[config.mk]
export PLATFORM = sky130hd
export DESIGN_NAME = blkrep_seq
export DESIGN_NICKNAME = d
export VERILOG_FILES = /design/src/rtl/blkrep_pkg.sv /design/src/rtl/blkrep_regs.sv /design/src/rtl/blkrep_blkcnt.sv /design/src/rtl/blkrep_addr.sv /design/src/rtl/blkrep_seq.sv
export SDC_FILE = /design/constraint.sdc
export NUM_CORES = 1
export LEC_CHECK = 0
export ABC_AREA = 1
export CAP_MARGIN = 20
export CORE_UTILIZATION = 50
export DETAILED_ROUTE_END_ITERATION = 12
export DONT_BUFFER_PORTS = 1
export SLEW_MARGIN = 5
export SYNTH_ARGS = -nofsm -noshare
export SYNTH_HDL_FRONTEND = slang
export SYNTH_SLANG_ARGS = --single-unit
[constraint.sdc]
create_clock -name clk -period 7.2 [get_ports clk]
set_clock_uncertainty 0.2 [all_clocks]
set_input_delay 1.08 -clock clk [delete_from_list [all_inputs] [get_ports clk]]
set_output_delay 1.08 -clock clk [all_outputs]
set_load 0.02 [all_outputs]
[src/rtl/blkrep_pkg.sv]
package blkrep_pkg;

  typedef enum logic [1:0] {
    DIR_HOLD  = 2'd0,
    DIR_UP    = 2'd1,
    DIR_DOWN  = 2'd2,
    DIR_HOLD3 = 2'd3
  } dir_e;

  localparam int OFF_CTRL = 0;
  localparam int OFF_REP  = 1;
  localparam int OFF_LEN  = 2;
  localparam int OFF_ADR  = 4;

  localparam int CTRL_EN  = 0;
  localparam int CTRL_RPT = 1;
  localparam int CTRL_DIR = 2;

endpackage

[src/rtl/blkrep_regs.sv]
module blkrep_regs
  import blkrep_pkg::*;
#(
  parameter int LEN_W  = 16,
  parameter int ADDR_W = 24,
  parameter int REG_AW = 4
) (
  input  logic              clk,
  input  logic              rst_n,
  input  logic              reg_we,
  input  logic [REG_AW-1:0] reg_waddr,
  input  logic [7:0]        reg_wdata,
  output logic [LEN_W-1:0]  prog_len,
  output logic              rpt_mode,
  output dir_e              dir,
  output logic              ctrl_wr,
  output logic              rep_wr,
  output logic              adr_commit,
  output logic [ADDR_W-1:0] adr_value
);

  localparam int LEN_BYTES = LEN_W / 8;
  localparam int ADR_BYTES = ADDR_W / 8;
  localparam int STG_W     = ADDR_W - 8;
  localparam int ADR_TOP   = OFF_ADR + ADR_BYTES - 1;

  logic [STG_W-1:0] stage;

  function automatic logic hit(input logic [REG_AW-1:0] a, input int off);
    return a == REG_AW'(off);
  endfunction

  assign ctrl_wr    = reg_we && hit(reg_waddr, OFF_CTRL);
  assign rep_wr     = reg_we && hit(reg_waddr, OFF_REP);
  assign adr_commit = reg_we && hit(reg_waddr, ADR_TOP);
  assign adr_value  = {reg_wdata, stage};

  always_ff @(posedge clk or negedge rst_n) begin
    if (!rst_n) begin
      for (int i = 0; i < LEN_BYTES; i++) prog_len[i*8 +: 8] <= 8'h01;
    end else if (reg_we) begin
      for (int i = 0; i < LEN_BYTES; i++)
        if (hit(reg_waddr, OFF_LEN + i)) prog_len[i*8 +: 8] <= reg_wdata;
    end
  end

  always_ff @(posedge clk or negedge rst_n) begin
    if (!rst_n) begin
      stage <= '0;
    end else if (reg_we) begin
      for (int i = 0; i < ADR_BYTES - 1; i++)
        if (hit(reg_waddr, OFF_ADR + i)) stage[i*8 +: 8] <= reg_wdata;
    end
  end

  always_ff @(posedge clk or negedge rst_n) begin
    if (!rst_n) begin
      rpt_mode <= 1'b0;
      dir      <= DIR_HOLD;
    end else if (ctrl_wr) begin
      rpt_mode <= reg_wdata[CTRL_RPT];
      dir      <= dir_e'(reg_wdata[CTRL_DIR +: 2]);
    end
  end

endmodule

[src/rtl/blkrep_blkcnt.sv]
module blkrep_blkcnt #(
  parameter int LEN_W = 16
) (
  input  logic             clk,
  input  logic             rst_n,
  input  logic             load,
  input  logic [LEN_W-1:0] prog_len,
  input  logic             dec,
  output logic [LEN_W-1:0] work,
  output logic             last
);

  // zero programmed means the longest block
  function automatic logic [LEN_W-1:0] eff_len(input logic [LEN_W-1:0] p);
    return (p == '0) ? {LEN_W{1'b1}} : p;
  endfunction

  assign last = (work == LEN_W'(1));

  always_ff @(posedge clk or negedge rst_n) begin
    if (!rst_n)       work <= '0;
    else if (load)    work <= eff_len(prog_len);
    else if (dec)     work <= work - LEN_W'(1);
  end

endmodule

[src/rtl/blkrep_addr.sv]
module blkrep_addr
  import blkrep_pkg::*;
#(
  parameter int ADDR_W = 24
) (
  input  logic              clk,
  input  logic              rst_n,
  input  logic              commit,
  input  logic [ADDR_W-1:0] commit_val,
  input  logic              step,
  input  dir_e              dir,
  output logic [ADDR_W-1:0] addr
);

  function automatic logic [ADDR_W-1:0] next_addr(input logic [ADDR_W-1:0] a,
                                                  input dir_e d);
    case (d)
      DIR_UP:   return a + ADDR_W'(1);
      DIR_DOWN: return a - ADDR_W'(1);
      default:  return a;
    endcase
  endfunction

  always_ff @(posedge clk or negedge rst_n) begin
    if (!rst_n)       addr <= '0;
    else if (commit)  addr <= commit_val;
    else if (step)    addr <= next_addr(addr, dir);
  end

endmodule

[src/rtl/blkrep_seq.sv]
module blkrep_seq
  import blkrep_pkg::*;
#(
  parameter int LEN_W  = 16,
  parameter int REP_W  = 8,
  parameter int ADDR_W = 24,
  parameter int REG_AW = 4
) (
  input  logic              clk,
  input  logic              rst_n,
  input  logic              reg_we,
  input  logic [REG_AW-1:0] reg_waddr,
  input  logic [7:0]        reg_wdata,
  input  logic [REG_AW-1:0] reg_raddr,
  output logic [7:0]        reg_rdata,
  input  logic              trigger,
  input  logic              beat_done,
  output logic [ADDR_W-1:0] src_addr,
  output logic              chan_en,
  output logic              blk_done,
  output logic              xact_done
);

  localparam int LEN_BYTES = LEN_W / 8;
  localparam int ADR_BYTES = ADDR_W / 8;

  logic [LEN_W-1:0]  prog_len;
  logic [LEN_W-1:0]  work;
  logic              rpt_mode;
  dir_e              dir;
  logic              ctrl_wr, rep_wr, adr_commit;
  logic [ADDR_W-1:0] adr_value;
  logic              busy;
  logic [REP_W-1:0]  rep_cnt;
  logic              work_last;

  // named events
  logic start_evt, beat_acc, blk_last, fin_evt, stop_wr;

  blkrep_regs #(.LEN_W(LEN_W), .ADDR_W(ADDR_W), .REG_AW(REG_AW)) u_regs (
    .clk(clk), .rst_n(rst_n), .reg_we(reg_we), .reg_waddr(reg_waddr),
    .reg_wdata(reg_wdata), .prog_len(prog_len), .rpt_mode(rpt_mode),
    .dir(dir), .ctrl_wr(ctrl_wr), .rep_wr(rep_wr),
    .adr_commit(adr_commit), .adr_value(adr_value)
  );

  blkrep_blkcnt #(.LEN_W(LEN_W)) u_cnt (
    .clk(clk), .rst_n(rst_n), .load(start_evt), .prog_len(prog_len),
    .dec(beat_acc), .work(work), .last(work_last)
  );

  blkrep_addr #(.ADDR_W(ADDR_W)) u_addr (
    .clk(clk), .rst_n(rst_n), .commit(adr_commit), .commit_val(adr_value),
    .step(beat_acc), .dir(dir), .addr(src_addr)
  );

  assign stop_wr   = ctrl_wr && !reg_wdata[CTRL_EN];
  assign start_evt = trigger && chan_en && !busy && !ctrl_wr;
  assign beat_acc  = beat_done && busy && !stop_wr;
  assign blk_last  = beat_acc && work_last;
  assign fin_evt   = blk_last && (!rpt_mode || rep_cnt == REP_W'(1));

  always_ff @(posedge clk or negedge rst_n) begin
    if (!rst_n) begin
      chan_en   <= 1'b0;
      busy      <= 1'b0;
      rep_cnt   <= '0;
      blk_done  <= 1'b0;
      xact_done <= 1'b0;
    end else begin
      if (ctrl_wr)      chan_en <= reg_wdata[CTRL_EN];
      else if (fin_evt) chan_en <= 1'b0;

      if (stop_wr)        busy <= 1'b0;
      else if (start_evt) busy <= 1'b1;
      else if (blk_last)  busy <= 1'b0;

      if (rep_wr)
        rep_cnt <= reg_wdata[REP_W-1:0];
      else if (blk_last && rpt_mode && rep_cnt != '0)
        rep_cnt <= rep_cnt - REP_W'(1);

      blk_done  <= blk_last;
      xact_done <= fin_evt;
    end
  end

  always_comb begin
    reg_rdata = 8'h00;
    if (reg_raddr == REG_AW'(OFF_CTRL))
      reg_rdata = {4'b0000, dir, rpt_mode, chan_en};
    if (reg_raddr == REG_AW'(OFF_REP))
      reg_rdata = 8'(rep_cnt);
    for (int i = 0; i < LEN_BYTES; i++)
      if (reg_raddr == REG_AW'(OFF_LEN + i)) reg_rdata = prog_len[i*8 +: 8];
    for (int i = 0; i < ADR_BYTES; i++)
      if (reg_raddr == REG_AW'(OFF_ADR + i)) reg_rdata = src_addr[i*8 +: 8];
  end

endmodule

==> key figures, run 1 <==
Status
  – Status: complete, no violations

Placed design
  – Detailed placement HPWL: 16300 microns
  – Buffers on Ports: 0
  – Gpl congestion: 0.932

Cells and area
  – Util after Layout: 0.541
  – Multi-input logic area: 3580 sq um
  – # fillers: 1308
  – Synthesis-to-finish area growth: 5.77%
  – # diodes: 0
  – Sequential Area: 2180 sq um
  – Share of layout cells above drive strength 1: 0.0611
  – Layout Nets: between 1000 and 1500
  – Commonest cells after routing, fill and taps aside: nand2_1, inv_1, nor2_1
  – Commonest non-fill, non-tap cell in the layout: nand2_1

Flow run
  – MaxCap Viol Count: 0

GRT
  – Gr usage total: 0.332
  – Pin count of the biggest net entering global routing: 88
  – Initial antenna violation count: 0
  – First-pass GRT wire length: 33200 microns
  – GRT overflow: 0
  – Number of global-route vias before repair: 6121

Routing
  – Initial DRC count: 689
  – Drt wl/cell: 18.0 microns
  – First-pass iteration count of the detailed router: 5
  – Routed WL: ~21000 microns
  – Post-route ant nets: 0
  – DR vias/cell: 5.74
  – Drt drc: 0
  – Total number of vias: 6814

Setup path
  – FF-to-FF End: u_addr.addr[22]
  – Startpoint Class: input port
  – CP endpoint kind: primary output
  – Critical Path Sink: reg_rdata[3]
  – Crit-path cells: nor2_1, nand3_1, o21ai_0, nor3_1, nand4_1
  – Reg2Reg Setup Slack: 3550 ps
  – Slowest-stage cell, CP: o21ai_0
  – Critical path origin: reg_raddr[2]
  – R2R depth: 16
  – Crit path max fanout: 8
  – R2r startpoint: u_regs.dir[0]
  – Max incr delay on CP: 360 ps
  – Data required time at the worst endpoint: 5920 ps
  – Worst Path Arrival: 2430 ps
  – Crit Path Class: input port to primary output

Timing
  – Tmin final: between 3000 and 4000 ps
  – Least-Margin Pin Slew: 980 ps
  – RSZ-0062 raised after global routing: false
  – Final setup fails: 0
  – Period utilization: 0.516
  – Fin Setup TNS: 0 ps
  – Final slew viol count: 0
  – FMAX: ~0.27 GHz
  – Max_slew headroom: 0.342
  – Hold Fails Final Rpt: 0

Die
  – I/O Pins: 56
  – Core ar.: 12600 sq um
  – Full die area: 13400 sq um
  – Initial Util: 0.512
  – Die width: 116 microns
  – Rows: slightly above 40
  – Die height: ~120 microns

Clock tree
  – CTS tree: done
  – Clk sinks: between 80 and 90
  – TritonCTS Buffers: 9
  – Clk slew on worst S/H paths: 70 ps
  – CTS HTree Levels: 3
  – CTS Hold Buffers Added: 0
  – Max Root-Sink Buffers: 2
  – Post-CTS Setup Bufs: 0
  – PostCTS Resize Cnt: 0
  – Root Buffer: clkbuf_16
  – Skew-Pair Late Insertion Delay: 340 ps

Synthesis
  – Synth Warn #: 0
  – Netlist cell types: 42
  – Post-Synthesis Cells: a little over 1000
  – Post-synth EDFFs: 0
  – Flop and latch count out of synthesis: 87
  – Synth Flop Type: dfrtp_1
  – Syn Nets: about 1000
  – Sequential share of the synthesized area: 0.337
  – Syn Area/Cell: approximately 6.3 sq um
  – Cell area after synthesis: about 6500 sq um
  – Synth async-reset ratio: 1.00

Hold path
  – Hold Path Class: input port to async pin

Power
  – VDD IR max: 160 uV
  – LEAKAGE: 3.48 nW
  – PD cells: approximately 360 nW/um^2
-- layout make-up --
| class | count | area share |
|---|---|---|
| multi-input cells | 766 | 0.525 |
| repair buffers | 3 | 0.00366 |
| well taps | 172 | 0.0315 |
| clock inverters | 6 | 0.00897 |
| inverters | 143 | 0.0786 |
| clock buffers | 10 | 0.0335 |
| flip-flops and latches | 87 | 0.319 |
-- flip-flops by register name, summed over array words and instances (netlist names) --
name	flops
xact_done	1
busy	1
u_regs.prog_len	16
u_addr.addr	24
u_regs.stage	16
rep_cnt	8
blk_done	1
u_regs.dir	2
u_regs.rpt_mode	1
u_cnt.work	16
chan_en	1
-- how the worst min path moves through the flow --
stage / endpoint / start / slack [ps]
detailed placement: u_regs.stage[4] / u_regs.stage[4] / 280
global placement: u_regs.prog_len[14] / u_regs.prog_len[14] / 270
global route: u_cnt.work[2] / rst_n / 200
CTS: u_cnt.work[1] / rst_n / 210
finish: u_cnt.work[2] / rst_n / 230
floorplan: u_regs.dir[0] / u_regs.dir[0] / 250
-- report_power, final --
group / switching [mW] / internal (mW) / total [mW]
clock: 0.199 / 0.268 / 0.467
combinational: 0.708 / 0.339 / 1.05
sequential: 0.318 / 0.647 / 0.966
total: 1.23 / 1.25 / 2.48
-- cells by family after synthesis --
| logic type | synth area share |
|---|---|
| DFF | 0.337 |
| adders and majority gates | 0.0136 |
| xor gates and xnor gates | 0.0149 |
| buffers and inverters | 0.108 |
| AOI/OAI and AO/OA | 0.152 |
| and+or+nand+nor | 0.375 |
-- through the flow --
step	cell area, sq um	hold WS, ps	power [mW]	cells	worst slack [ps]
after global placement	6530	267	1.97	1170	3340
after detailed placement	6540	277	1.99	1171	3530
after global routing	6830	203	2.66	1187	3270
after floorplan	6460	253	1.69	1020	3780
after CTS	6830	214	2.46	1187	3520
final	6830	226	2.48	1187	3490
-- cells in the mapped netlist, drive strengths merged, types with 2 or more instances --
cell type	n	area (sq um)
xor2	9	78.8
ha	7	87.6
nor2	111	464
nand3	81	415
dfrtp	85	2130
nand4	19	119
o32ai	2	17.5
o22ai	9	56.3
o221ai	8	70.1
nor3	7	35.0
nand2	353	1350
inv	142	533
clkbuf	5	18.8
dfstp	2	52.6
o211ai	10	75.1
buf	19	139
o21bai	8	63.8
xnor2	2	17.5
a31oi	5	31.3
o21ai	87	443
a21oi	38	190
nor4	2	12.5
-- critical path: cells and delay by family --
| kind | cells | cell delay [ps] |
|---|---|---|
| simple gates | 4 | 990 |
| compound gates | 1 | 360 |
-- routing by layer --
layer	global-route usage	vias up	share of wire
li1	-	3277	-
met1	0.498	3229	0.47
met2	0.489	286	0.43
met3	0.0732	22	0.090
met4	0.0684	0	0.013
met5	0	-	0
Power figures use the tool's default switching activity.
==> run 2: changes to the inputs <==
Settings changed: PLACE_DENSITY set to 0.68.
Clock period 7.2 ns to 3.31 ns, I/O delays scaled along.
==> run 2 against run 1 <==
Highest routed layer unchanged. Largest power group unchanged. Critical endpoint is now u_addr.addr[22]. Non-clock buffer count is 7 higher. Worst setup slack got worse by 3000 ps. Register-to-register slack got worse by 3000 ps. Sequential share of layout area decreased by 0.33 points. Sequential power rose by 110%. Combinational power up 120%. Worst hold slack got worse by 120 ps. Largest cell class unchanged. Routed wire length down 4.4%.
==> key figures, run 2 (synthesized netlist as in run 1, its figures left out) <==
Hold path
  – Hold Path Sink: chan_en
  – Hold Path Class: input port to flop
  – Hold Crit Depth: 2
  – Worst Hold Launch: reg_wdata[0]

Setup path
  – Crit path max fanout: 24 (+16)
  – Startpoint Class: flop
  – Data required time at the worst endpoint: 3360 ps (-2560 ps)
  – FF-to-FF End: u_addr.addr[22]
  – R2R depth: 15 (-1)
  – Crit Path Class: flop to flop
  – R2r startpoint: u_regs.dir[0]
  – Reg2Reg Setup Slack: 510 ps (-3040 ps)
  – Worst Path Arrival: 2850 ps (+420 ps)
  – CP endpoint kind: flop

Timing
  – FMAX: 0.357 GHz
  – Max_slew headroom: 0.542 (+0.200)
  – Final setup fails: 0 (unchanged)
  – Hold Fails Final Rpt: 0 (unchanged)
  – Least-Margin Pin Slew: 687 ps (-293 ps)
  – RSZ-0062 raised after global routing: false
  – Fin Setup TNS: 0 ps (unchanged)
  – Period utilization: 0.846
  – Final slew viol count: 0 (unchanged)
  – Tmin final: ~2800 ps

Routing
  – Drt drc: 0 (unchanged)
  – Total number of vias: 6593 (-3.2%)
  – Routed WL: 20400 microns (-4.4%)
  – Drt wl/cell: 17.1 microns (-5.0%)
  – Post-route ant nets: 0 (unchanged)
  – DR vias/cell: 5.52 (-3.8%)
  – First-pass iteration count of the detailed router: 6 (+1)
  – Initial DRC count: 819 (+19%)

Clock tree
  – CTS tree: done
  – Clk sinks: 87 (unchanged)
  – CTS Hold Buffers Added: 2 (+2)
  – Post-CTS Setup Bufs: 0 (unchanged)
  – Skew-Pair Late Insertion Delay: 350 ps (about the same)
  – Max Root-Sink Buffers: 2 (unchanged)
  – Clk slew on worst S/H paths: 70 ps (about the same)
  – TritonCTS Buffers: 9 (unchanged)
  – PostCTS Resize Cnt: 0 (unchanged)
  – CTS HTree Levels: 3 (unchanged)
  – Root Buffer: clkbuf_16

Placed design
  – Buffers on Ports: 0 (unchanged)
  – Gpl congestion: 0.998 (+7.2%)
  – Detailed placement HPWL: 15500 microns (-4.9%)
  – DP Area: 6580 sq um (+0.57%)

Die
  – Initial Util: 0.512 (unchanged)
  – Core ar.: 12600 sq um (unchanged)
  – Rows: 41 (unchanged)
  – I/O Pins: 56 (unchanged)
  – Full die area: 13400 sq um (unchanged)
  – Die height: 116 microns (unchanged)
  – Die width: 116 microns (unchanged)

Cells and area
  – Multi-input logic area: 3590 sq um (about the same)
  – Max reg flops: 24 (unchanged)
  – Commonest non-fill, non-tap cell in the layout: nand2_1
  – Layout Nets: 1045 (+0.67%)
  – Fin area: 6900 sq um (+1.0%)
  – Share of layout cells above drive strength 1: 0.0675 (+0.00643)
  – Commonest cells after routing, fill and taps aside: nand2_1, inv_1, nor2_1
  – Sequential Area: 2180 sq um (unchanged)
  – Synthesis-to-finish area growth: 6.88%
  – # fillers: 1301 (-0.54%)
  – # diodes: 0 (unchanged)
  – Reg with most FFs: u_addr.addr

Flow run
  – MaxCap Viol Count: 0 (unchanged)

GRT
  – Initial antenna violation count: 0 (unchanged)
  – Gr usage total: 0.319 (-0.0131)
  – Number of global-route vias before repair: 5816 (-5.0%)
  – First-pass GRT wire length: 31900 microns (-4.0%)
  – GRT overflow: 0 (unchanged)
  – Pin count of the biggest net entering global routing: 88 (unchanged)

Power
  – LEAKAGE: 3.52 nW (+1.1%)
  – PD cells: 778 nW/um^2 (+110%)
  – VDD IR max: 489 uV (+210%)

Status
  – Status: complete, no violations
-- run 2: how the worst max path moves through the flow --
stage / start / end / slack, ps / cells after the start
2_1_floorplan: u_regs.dir[0] / u_addr.addr[12] / 990 / 15
3_3_place_gp: u_regs.dir[1] / u_addr.addr[22] / 600 / 14
3_5_place_dp: u_regs.dir[0] / u_addr.addr[12] / 560 / 15
4_1_cts: u_regs.dir[0] / u_addr.addr[12] / 540 / 15
5_1_grt: u_regs.dir[0] / u_addr.addr[14] / 230 / 15
6_report: u_regs.dir[0] / u_addr.addr[22] / 510 / 15
-- run 2: routing by layer --
metal	vias up	wire length, microns	GRT usage
met4	0	471	0.0949
met3	30	2010	0.0748
met2	294	8690	0.464
met1	2992	9230	0.470
met5	-	0	0
li1	3277	-	-
-- run 2: cell type report --
cell class / count / share of cell area
inverter: 143 / 0.0778
clock inverter: 4 / 0.00435
tap: 172 / 0.0312
clock buffer: 12 / 0.0372
timing repair buffer: 10 / 0.0141
multi-input combinational: 766 / 0.520
sequential: 87 / 0.316
-- run 2: through the flow --
step	std cells	total power [mW]	hold WS, ps	utilization	setup WS [ps]
3_3_place_gp	1176	4.31	2.91	0.521	602
4_1_cts	1194	5.34	95.0	0.547	543
5_1_grt	1194	5.78	125	0.547	226
3_5_place_dp	1176	4.31	3.00	0.521	564
2_1_floorplan	1020	3.68	0.909	-	994
6_report	1194	5.37	104	0.547	509
-- run 2: critical path, stage by stage, from the launching register on --
cell	delay, ps
dfrtp_1	390
inv_1	110
ha_2	210
buf_4	270
nand2_1	130
nand2_1	90
inv_1	50
ha_1	160
a21oi_1	290
inv_1	110
nand2_1	80
nand3_1	210
nand2_1	150
nand4_1	80
nand3_1	90
nand2_1	50
-- run 2: report_power, final --
part / leakage (nW) / internal, mW / switching, mW
logic: 2.31 / 0.752 / 1.56
registers: 1.07 / 1.41 / 0.647
clock network: 0.139 / 0.552 / 0.448
total: 3.52 / 2.71 / 2.66
